$ cat src/rtl/mbx_pkg.sv
package mbx_pkg;

  typedef struct packed {
    logic sel;
    logic wr;
    logic rd;
    logic wr_ok;
    logic rd_ok;
  } mbx_access_t;

  // Classify one port's strobes; wr_bit is the area bit this port may write.
  function automatic mbx_access_t classify(input logic cs_n, input logic we_n,
                                           input logic oe_n, input logic area_bit,
                                           input logic wr_bit);
    mbx_access_t r;
    r.sel   = ~cs_n;
    r.wr    = ~cs_n & ~we_n;
    r.rd    = ~cs_n & we_n & ~oe_n;
    r.wr_ok = r.wr & (area_bit == wr_bit);
    r.rd_ok = r.rd & (area_bit == ~wr_bit);
    return r;
  endfunction

endpackage

$ cat src/rtl/mbx_area.sv
module mbx_area #(
  parameter int IDX_W  = 7,
  parameter int DATA_W = 8
) (
  input  logic              clk,
  input  logic              rst_n,
  input  logic              wr_en,
  input  logic [IDX_W-1:0]  wr_idx,
  input  logic [DATA_W-1:0] wr_data,
  input  logic [IDX_W-1:0]  rd_idx,
  output logic [DATA_W-1:0] rd_data,
  output logic              collide
);
  localparam int DEPTH = 1 << IDX_W;

  logic [DATA_W-1:0] mem [DEPTH];

  always_ff @(posedge clk or negedge rst_n) begin
    if (!rst_n) begin
      for (int i = 0; i < DEPTH; i++) mem[i] <= '0;
    end else if (wr_en) begin
      mem[wr_idx] <= wr_data;
    end
  end

  assign collide = wr_en && (wr_idx == rd_idx);
  assign rd_data = collide ? wr_data : mem[rd_idx];
endmodule

$ cat src/rtl/mbx_port_ctl.sv
module mbx_port_ctl
  import mbx_pkg::*;
#(
  parameter int          DATA_W = 8,
  parameter logic        WR_BIT = 1'b0,
  parameter logic [DATA_W-1:0] FILL = 8'hA5
) (
  input  logic              cs_n,
  input  logic              we_n,
  input  logic              oe_n,
  input  logic              area_bit,
  input  logic [DATA_W-1:0] rd_data,
  output logic              wr_ok,
  output logic              rd_ok,
  output logic [DATA_W-1:0] dout,
  output logic              drive
);
  mbx_access_t acc;

  always_comb begin
    acc   = classify(cs_n, we_n, oe_n, area_bit, WR_BIT);
    wr_ok = acc.wr_ok;
    rd_ok = acc.rd_ok;
    drive = acc.rd & acc.sel;
    if (!drive)      dout = '0;
    else if (rd_ok)  dout = rd_data;
    else             dout = FILL;
  end
endmodule

$ cat src/rtl/mbx_dual_area.sv
module mbx_dual_area #(
  parameter int ADDR_W = 8,
  parameter int DATA_W = 8,
  parameter logic [DATA_W-1:0] FILL = 8'hA5
) (
  input  logic              clk,
  input  logic              rst_n,
  input  logic              a_cs_n,
  input  logic              a_we_n,
  input  logic              a_oe_n,
  input  logic [ADDR_W-1:0] a_addr,
  input  logic [DATA_W-1:0] a_din,
  output logic [DATA_W-1:0] a_dout,
  output logic              a_drive,
  input  logic              b_cs_n,
  input  logic              b_we_n,
  input  logic              b_oe_n,
  input  logic [ADDR_W-1:0] b_addr,
  input  logic [DATA_W-1:0] b_din,
  output logic [DATA_W-1:0] b_dout,
  output logic              b_drive
);
  localparam int IDX_W = ADDR_W - 1;

  logic              a_wr_ok, a_rd_ok, b_wr_ok, b_rd_ok;
  logic [DATA_W-1:0] ab_rd, ba_rd;
  logic              ab_collide, ba_collide;

  mbx_port_ctl #(.DATA_W(DATA_W), .WR_BIT(1'b0), .FILL(FILL)) u_port_a (
    .cs_n(a_cs_n), .we_n(a_we_n), .oe_n(a_oe_n), .area_bit(a_addr[ADDR_W-1]),
    .rd_data(ba_rd), .wr_ok(a_wr_ok), .rd_ok(a_rd_ok),
    .dout(a_dout), .drive(a_drive)
  );

  mbx_port_ctl #(.DATA_W(DATA_W), .WR_BIT(1'b1), .FILL(FILL)) u_port_b (
    .cs_n(b_cs_n), .we_n(b_we_n), .oe_n(b_oe_n), .area_bit(b_addr[ADDR_W-1]),
    .rd_data(ab_rd), .wr_ok(b_wr_ok), .rd_ok(b_rd_ok),
    .dout(b_dout), .drive(b_drive)
  );

  // A-to-B area: written by A, read by B
  mbx_area #(.IDX_W(IDX_W), .DATA_W(DATA_W)) u_area_ab (
    .clk(clk), .rst_n(rst_n), .wr_en(a_wr_ok), .wr_idx(a_addr[IDX_W-1:0]),
    .wr_data(a_din), .rd_idx(b_addr[IDX_W-1:0]), .rd_data(ab_rd),
    .collide(ab_collide)
  );

  // B-to-A area: written by B, read by A
  mbx_area #(.IDX_W(IDX_W), .DATA_W(DATA_W)) u_area_ba (
    .clk(clk), .rst_n(rst_n), .wr_en(b_wr_ok), .wr_idx(b_addr[IDX_W-1:0]),
    .wr_data(b_din), .rd_idx(a_addr[IDX_W-1:0]), .rd_data(ba_rd),
    .collide(ba_collide)
  );
endmodule

$ cat config.mk
export PLATFORM = sky130hd
export DESIGN_NAME = mbx_dual_area
export DESIGN_NICKNAME = d
export VERILOG_FILES = /design/src/rtl/mbx_pkg.sv /design/src/rtl/mbx_area.sv /design/src/rtl/mbx_port_ctl.sv /design/src/rtl/mbx_dual_area.sv
export SDC_FILE = /design/constraint.sdc
export NUM_CORES = 2
export LEC_CHECK = 0
export BUFFER_PORTS_ARGS = -buffer_cell sky130_fd_sc_hd__buf_2
export CAP_MARGIN = 20
export CORE_MARGIN = 2
export CORE_UTILIZATION = 25
export CTS_BUF_LIST = sky130_fd_sc_hd__clkbuf_2 sky130_fd_sc_hd__clkbuf_4 sky130_fd_sc_hd__clkbuf_8
export CTS_CLUSTER_DIAMETER = 200
export DETAILED_ROUTE_END_ITERATION = 8
export GPL_TIMING_DRIVEN = 0
export PLACE_DENSITY = 0.38
export SLEW_MARGIN = 20
export SYNTH_ARGS = -nofsm -noshare
export SYNTH_HDL_FRONTEND = slang
export SYNTH_SLANG_ARGS = --single-unit
export TNS_END_PERCENT = 30
$ cat constraint.sdc
create_clock -name clk -period 3 [get_ports clk]
set_input_delay 0.6 -clock clk [delete_from_list [all_inputs] [get_ports clk]]
set_output_delay 0.6 -clock clk [all_outputs]
set_load 0.1 [all_outputs]
# --- After elaboration in Yosys (flattened, before gate mapping) ---
# Cells that the tools add are included.
op_classes:
  bitwise: 22
  reduce_logical: 4
  n_mux: 18
  n_eq_ne: 2
  n_lt_le_gt_ge: 4
ops:
  columns: ["op", "count"]
  rows:
  - ["1024-bit bitwise mux", 2]
  - ["8-bit binary-select mux with 7-bit select", 2]
  - ["8-bit demux with 7-bit select", 2]
  - ["8-bit two-way mux", 12]
  - ["8-bit >= comparator, second input constant", 2]
  - ["8-bit by 1-bit < comparator with 1-bit output, second input constant", 2]
  - ["7-bit inverter with 8-bit output", 2]
  - ["7-bit == test", 2]
  - ["1-bit bitwise AND", 12]
  - ["1-bit inverter", 8]
  - ["1-bit logical AND", 4]
word_totals:
  output_inout_bits: 18
  reg_bits: 2048
  word_cells: 306

# --- Longest topological paths before layout ---
depth:
  depth_word: 7
  mapped_depth: 11
  ltp_nobuf: 7

# --- Cells and area by module ---
# A second synthesis with hierarchy kept.
unflattened:
  hier_cells: 6488
  hier_area_um2: 95882.0
by_module_without_submodules:
  columns: ["module", "cells_per_inst", "area_each_um2", "instances"]
  rows:
  - ["mbx_area", 3230, 47845.9, 2]
  - ["mbx_port_ctl (u_port_b)", 11, 98.8, 1]
  - ["mbx_port_ctl (u_port_a)", 17, 91.3, 1]

# --- Worst setup path before layout ---
# OpenSTA, ideal clock, no wires.
synth_timing:
  path_type: "input -> output"
  startpoint: "in b_cs_n"
  endpoint: "out b_dout[1]"
  n_path_buf: 0
  t_arrival_ns: 5.012
  setup_slack_ns: -2.612
  stages: 4
  cell_sequence: "nor3b_1 -> nor2b_1 -> o21ai_0 -> a31oi_1"
synth_via:
  elab_chain_len: 6
  elab_cells_between_ends: 7
  classes_between: "mux (2); bitwise (5)"
synth_lines:
  columns: ["item", "line", "rtl"]
  rows:
  - ["from (decl)", "mbx_dual_area.sv:15", "input logic b_cs_n,"]
  - ["1-bit inverter (*)", "mbx_pkg.sv:16, mbx_pkg.sv:18", null]
  - ["1-bit bitwise AND (2 in series)", "mbx_pkg.sv:18", "r.rd = ~cs_n & we_n & ~oe_n;"]
  - ["1-bit bitwise AND", "mbx_pkg.sv:20", "r.rd_ok = r.rd & (area_bit == ~wr_bit);"]
  - ["8-bit two-way mux", "mbx_port_ctl.sv:26", "else if (rd_ok) dout = rd_data;"]
  - ["8-bit two-way mux (*)", "mbx_port_ctl.sv:25", "if (!drive) dout = '0;"]
  - ["to (decl)", "mbx_dual_area.sv:20", "output logic [DATA_W-1:0] b_dout,"]
# Every way passes the cells marked *; elsewhere a longest branch is shown, timed or not.

# --- Worst setup path after layout ---
layout_timing:
  startpoint: "in b_addr[0]"
  endpoint: "out b_dout[2]"
layout_via:
  elab_chain_len: 7
  elab_cells_between_ends: 9
  classes_between: "eq/ne (1); mux (6); bitwise (1); reduce/logical (1)"
layout_lines:
  columns: ["item", "line", "rtl"]
  rows:
  - ["from (decl)", "mbx_dual_area.sv:18", "input logic [ADDR_W-1:0] b_addr,"]
  - ["7-bit inverter with 8-bit output (not written as such)", "mbx_area.sv:27", "assign rd_data = collide ? wr_data : mem[rd_idx];"]
  - ["8-bit binary-select mux with 7-bit select", "mbx_area.sv:27", null]
  - ["8-bit two-way mux (not written as such) (2 in series)", "mbx_area.sv:27", null]
  - ["8-bit two-way mux (*)", "mbx_area.sv:27", null]
  - ["8-bit two-way mux (*)", "mbx_port_ctl.sv:26", null]
  - ["8-bit two-way mux (*)", "mbx_port_ctl.sv:25", null]
# Every way passes the cells marked *; elsewhere a longest branch is shown, timed or not. The select of a mux whose other input is x is not followed.

==> results_dict.tcl <==
set metrics [dict create \
    via_count 62000 \
    synth-compound-area-share_pct 4.01 \
    routed_via_density 5.08 \
    rr_worst_depth 2 \
    grt_pass1_vias 65000 \
    crit_arrival_ps 3620 \
    muxShareOfSynthArea_pct 36.2 \
    cts_made_buffers 399 \
    syn_nets 6431 \
    period_minus_slack_ps 4220 \
    grt_first_pass_wirelength_um 572000 \
    crit_chain "buf_6, nand2_2, clkbuf_2, o21ai_0, a21oi_1, a22oi_1, a31oi_2, a21oi_4, a21oi_4, buf_4" \
    routed_wl_um 424000 \
    status "finished with violations" \
    worstMarginPinSlew_ps 1300 \
    leakagePower_nw 53.7 \
    synth_simple_gate_area_share_pct 2.90 \
    nets 6951 \
    insertion_delay_ps 1080 \
    cp-startpoint "b_addr[0]" \
    hpwl_um 297000 \
    r2r-start "u_area_ab.mem[524]" \
    route.detailed.drc 0 \
    cp_slowest_stage_delay_ps 500 \
    crit_fanout 9 \
    finalSetupViolCount 139 \
    power.density_mw_per_mm2 568 \
    die_w_um 617 \
    cts_tree "built" \
    critPathCaptureType "output port" \
    rsz0062_at_grt "true" \
    start_kind "input pin" \
    finalHoldViolations 0 \
    fin_ws_ps -1220 \
    ioPinCount 58 \
    gp_congestion 0.886 \
    yosysMostFrequentCell "mux2_2" \
    placed_cells 11500 \
    synth_xor_xnor_area_share_pct 0.0652 \
    synthTopCellsByCount "2130 x mux2_2, 2048 x dfrtp_1, 330 x mux4_2, 291 x nand2_1, 290 x clkbuf_1" \
    dieArea_mm2 0.381 \
    ys_warn_count 0 \
    synth_top_family_by_area "multiplexers" \
    portBuffers 33 \
    synth_adder_area_share_pct 0 \
    synth_edf_count 0 \
    fin_skew_ps 0 \
    dr.first_iter.drc_count 4689 \
    fp.dieH_um 617 \
    clk_pin_slew_ps 60 \
    pre_cts_ws_ps -2900 \
    yosys.area.top_type_share_pct 54.5 \
    vdd_drop_max_mv 0.339 \
    synthArstFlopShare_pct 100 \
    min_period_over_period_pct 141 \
    r2r-end "u_area_ab.mem[524]" \
    synth-seq-cells 2048 \
    fill_cells 37600 \
    avgRoutedWirePerCell_um 34.7 \
    antenna_found_initial 45 \
    max_freq_ghz 0.237 \
    cts_buffer_depth 4 \
    gr-usage-all-layers_pct 21.7 \
    path_class "input pin to output port" \
    netlist_instances 6391 \
    tns_ps -21090 \
    area_growth_pct 21.6 \
    slowest_stage "a31oi_2" \
    core_area_mm2 0.375 \
    htreeDepth 5 \
    rrSetupSlack_ps 2130 \
    std_cell_rows 225 \
    min_path_type "input pin to flip-flop" \
    layout-drive-gt1-share_pct 53.9 \
    overflow 0 \
    grt_max_degree 131 \
    crit_path_end "b_dout[2]" \
    ant_nets 0 \
    start_util_pct 25.1 \
    avgSynthCellArea_um2 14.7 \
    layout.cells.non_filler 12200 \
    cts_num_sinks 2048 \
    crit_required_ps 2400 \
    ys_types 66 \
    synth_area_leaders "dfrtp_1 54%, mux2_2 25%, mux4_2 7.9%, mux2i_1 2.5%, nand2_1 1.2%" \
    slew_headroom_pct 13.3 \
    cap_violations 0 \
    syn-cell-area_mm2 0.0941 \
    drt_pass1_iterations 5 \
    clockRootBuffer "clkbuf_8" \
    synth_top_cell_by_area "dfrtp_1" \
    crit_top_cell "a21oi_4" \
    violations "setup timing" \
    report.final.slew_viol_count 0 \
    ys_dominant_reg_cell "dfrtp_1" \
    yosysSeqAreaShare_pct 54.5 \
]
## worst min-delay path by stage
stage / from / endpoint / slack [ps] / cells after the start
after CTS: b_din[3] / u_area_ba.mem[963] / 3 / 2
final: a_din[6] / u_area_ab.mem[70] / 100 / 2
after floorplan: rst_n / u_area_ab.mem[0] / 300 / 0
after global placement: u_area_ba.mem[41] / u_area_ba.mem[41] / 480 / 1
after detailed placement: u_area_ba.mem[630] / u_area_ba.mem[630] / 490 / 1
after global routing: b_din[3] / u_area_ba.mem[963] / 80 / 2
## through the flow
| stage | power, mW | hold slack, ps | cell area, um2 | utilization, % |
|---|---|---|---|---|
| 6_report | 65.0 | 96.0 | 114000 | 30.5 |
| 5_1_grt | 67.4 | 75.4 | 114000 | 30.5 |
| 4_1_cts | 65.7 | 3.24 | 113000 | 30.2 |
| 3_5_place_dp | 34.7 | 486 | 102000 | 27.2 |
| 3_3_place_gp | 34.4 | 479 | 101000 | 26.9 |
| 2_1_floorplan | 31.6 | 304 | 94700 | - |
## where the power goes
group / internal (mW) / switching (mW)
clock network: 17.3 / 13.0
registers: 28.4 / 0.368
logic: 1.93 / 4.00
## state kept, by name (all words and copies together), names as in the netlist
register and flops:
u_area_ba.mem 1024, u_area_ab.mem 1024
## cell usage in the layout (no fill, tap or decap), drive strengths merged, types with 4 or more instances in the layout
| cell | synthesis | layout |
|---|---|---|
| nand2 | 341 | 341 |
| and2 | 9 | 9 |
| a211oi | 21 | 21 |
| nand4 | 16 | 16 |
| nor2 | 112 | 112 |
| a21oi | 99 | 99 |
| nand2b | 13 | 13 |
| clkbuf | 290 | 953 |
| clkinv | 3 | 17 |
| dfrtp | 2048 | 2048 |
| o21ai | 138 | 138 |
| buf | 180 | 288 |
| dlygate4sd3 | 0 | 6 |
| mux2i | 237 | 237 |
| bufinv | 0 | 7 |
| inv | 7 | 13 |
| clkinvlp | 0 | 8 |
| diode | 0 | 20 |
| o41ai | 10 | 10 |
| a22o | 5 | 5 |
| o211ai | 9 | 9 |
| o221ai | 10 | 10 |
| o22ai | 58 | 58 |
| and3 | 4 | 4 |
| a41oi | 5 | 5 |
| nand3 | 19 | 19 |
| or2 | 4 | 4 |
| a221oi | 97 | 97 |
| a31oi | 10 | 10 |
| mux4 | 341 | 341 |
| mux2 | 2130 | 2130 |
| o2111ai | 4 | 4 |
| nor2b | 22 | 22 |
| nor3 | 29 | 29 |
| o22a | 8 | 8 |
| xnor2 | 4 | 4 |
| a22oi | 67 | 67 |
| nor4 | 4 | 4 |
## layout make-up
class	instances	area, um2	area share (%)
Timing Repair Buffer	126	2060	1.80
Sequential cell	2048	51200	44.8
Antenna cell	20	50.0	0.0437
Buffer	463	3640	3.18
Clock inverter	35	457	0.399
Inverter	10	56.3	0.0492
Clock buffer	659	8030	7.02
Tap cell	4994	6250	5.46
Multi-Input combinational cell	3863	42600	37.3
## worst max-delay path, delay by kind of cell
kind | cells | cell delay [ps]
AOI/OAI and AO/OA | 6 | 1540
buffers and inverters | 3 | 950
and+or+nand+nor | 1 | 470
## logic make-up (layout without fill, tap and decap cells)
family	after synthesis	count (layout)
DFF	2048	2048
xor gates and xnor gates	7	7
and+or+nand+nor	584	584
AOI/OAI and AO/OA	564	564
muxes	2708	2708
buffers and inverters	480	1293
other	0	20
## metal layers
layer  up-vias  global-route usage [%]  routed length, um
met4         6                    8.01              17200
met5         -                       0                 40
li1      25100                       -                  -
met2      1911                    33.9             191000
met3       673                    3.65              23200
met1     34300                    30.3             192000
## timing repair
item	4_1_cts	5_1_grt
hold buffers	9	1
endpoints found under the hold margin	290	176
gates resized for setup	597	153
setup buffers	12	19
cloned	0	9
setup endpoints to repair	974	1084
pin swaps	62	52
Power figures use the tool's default switching activity.
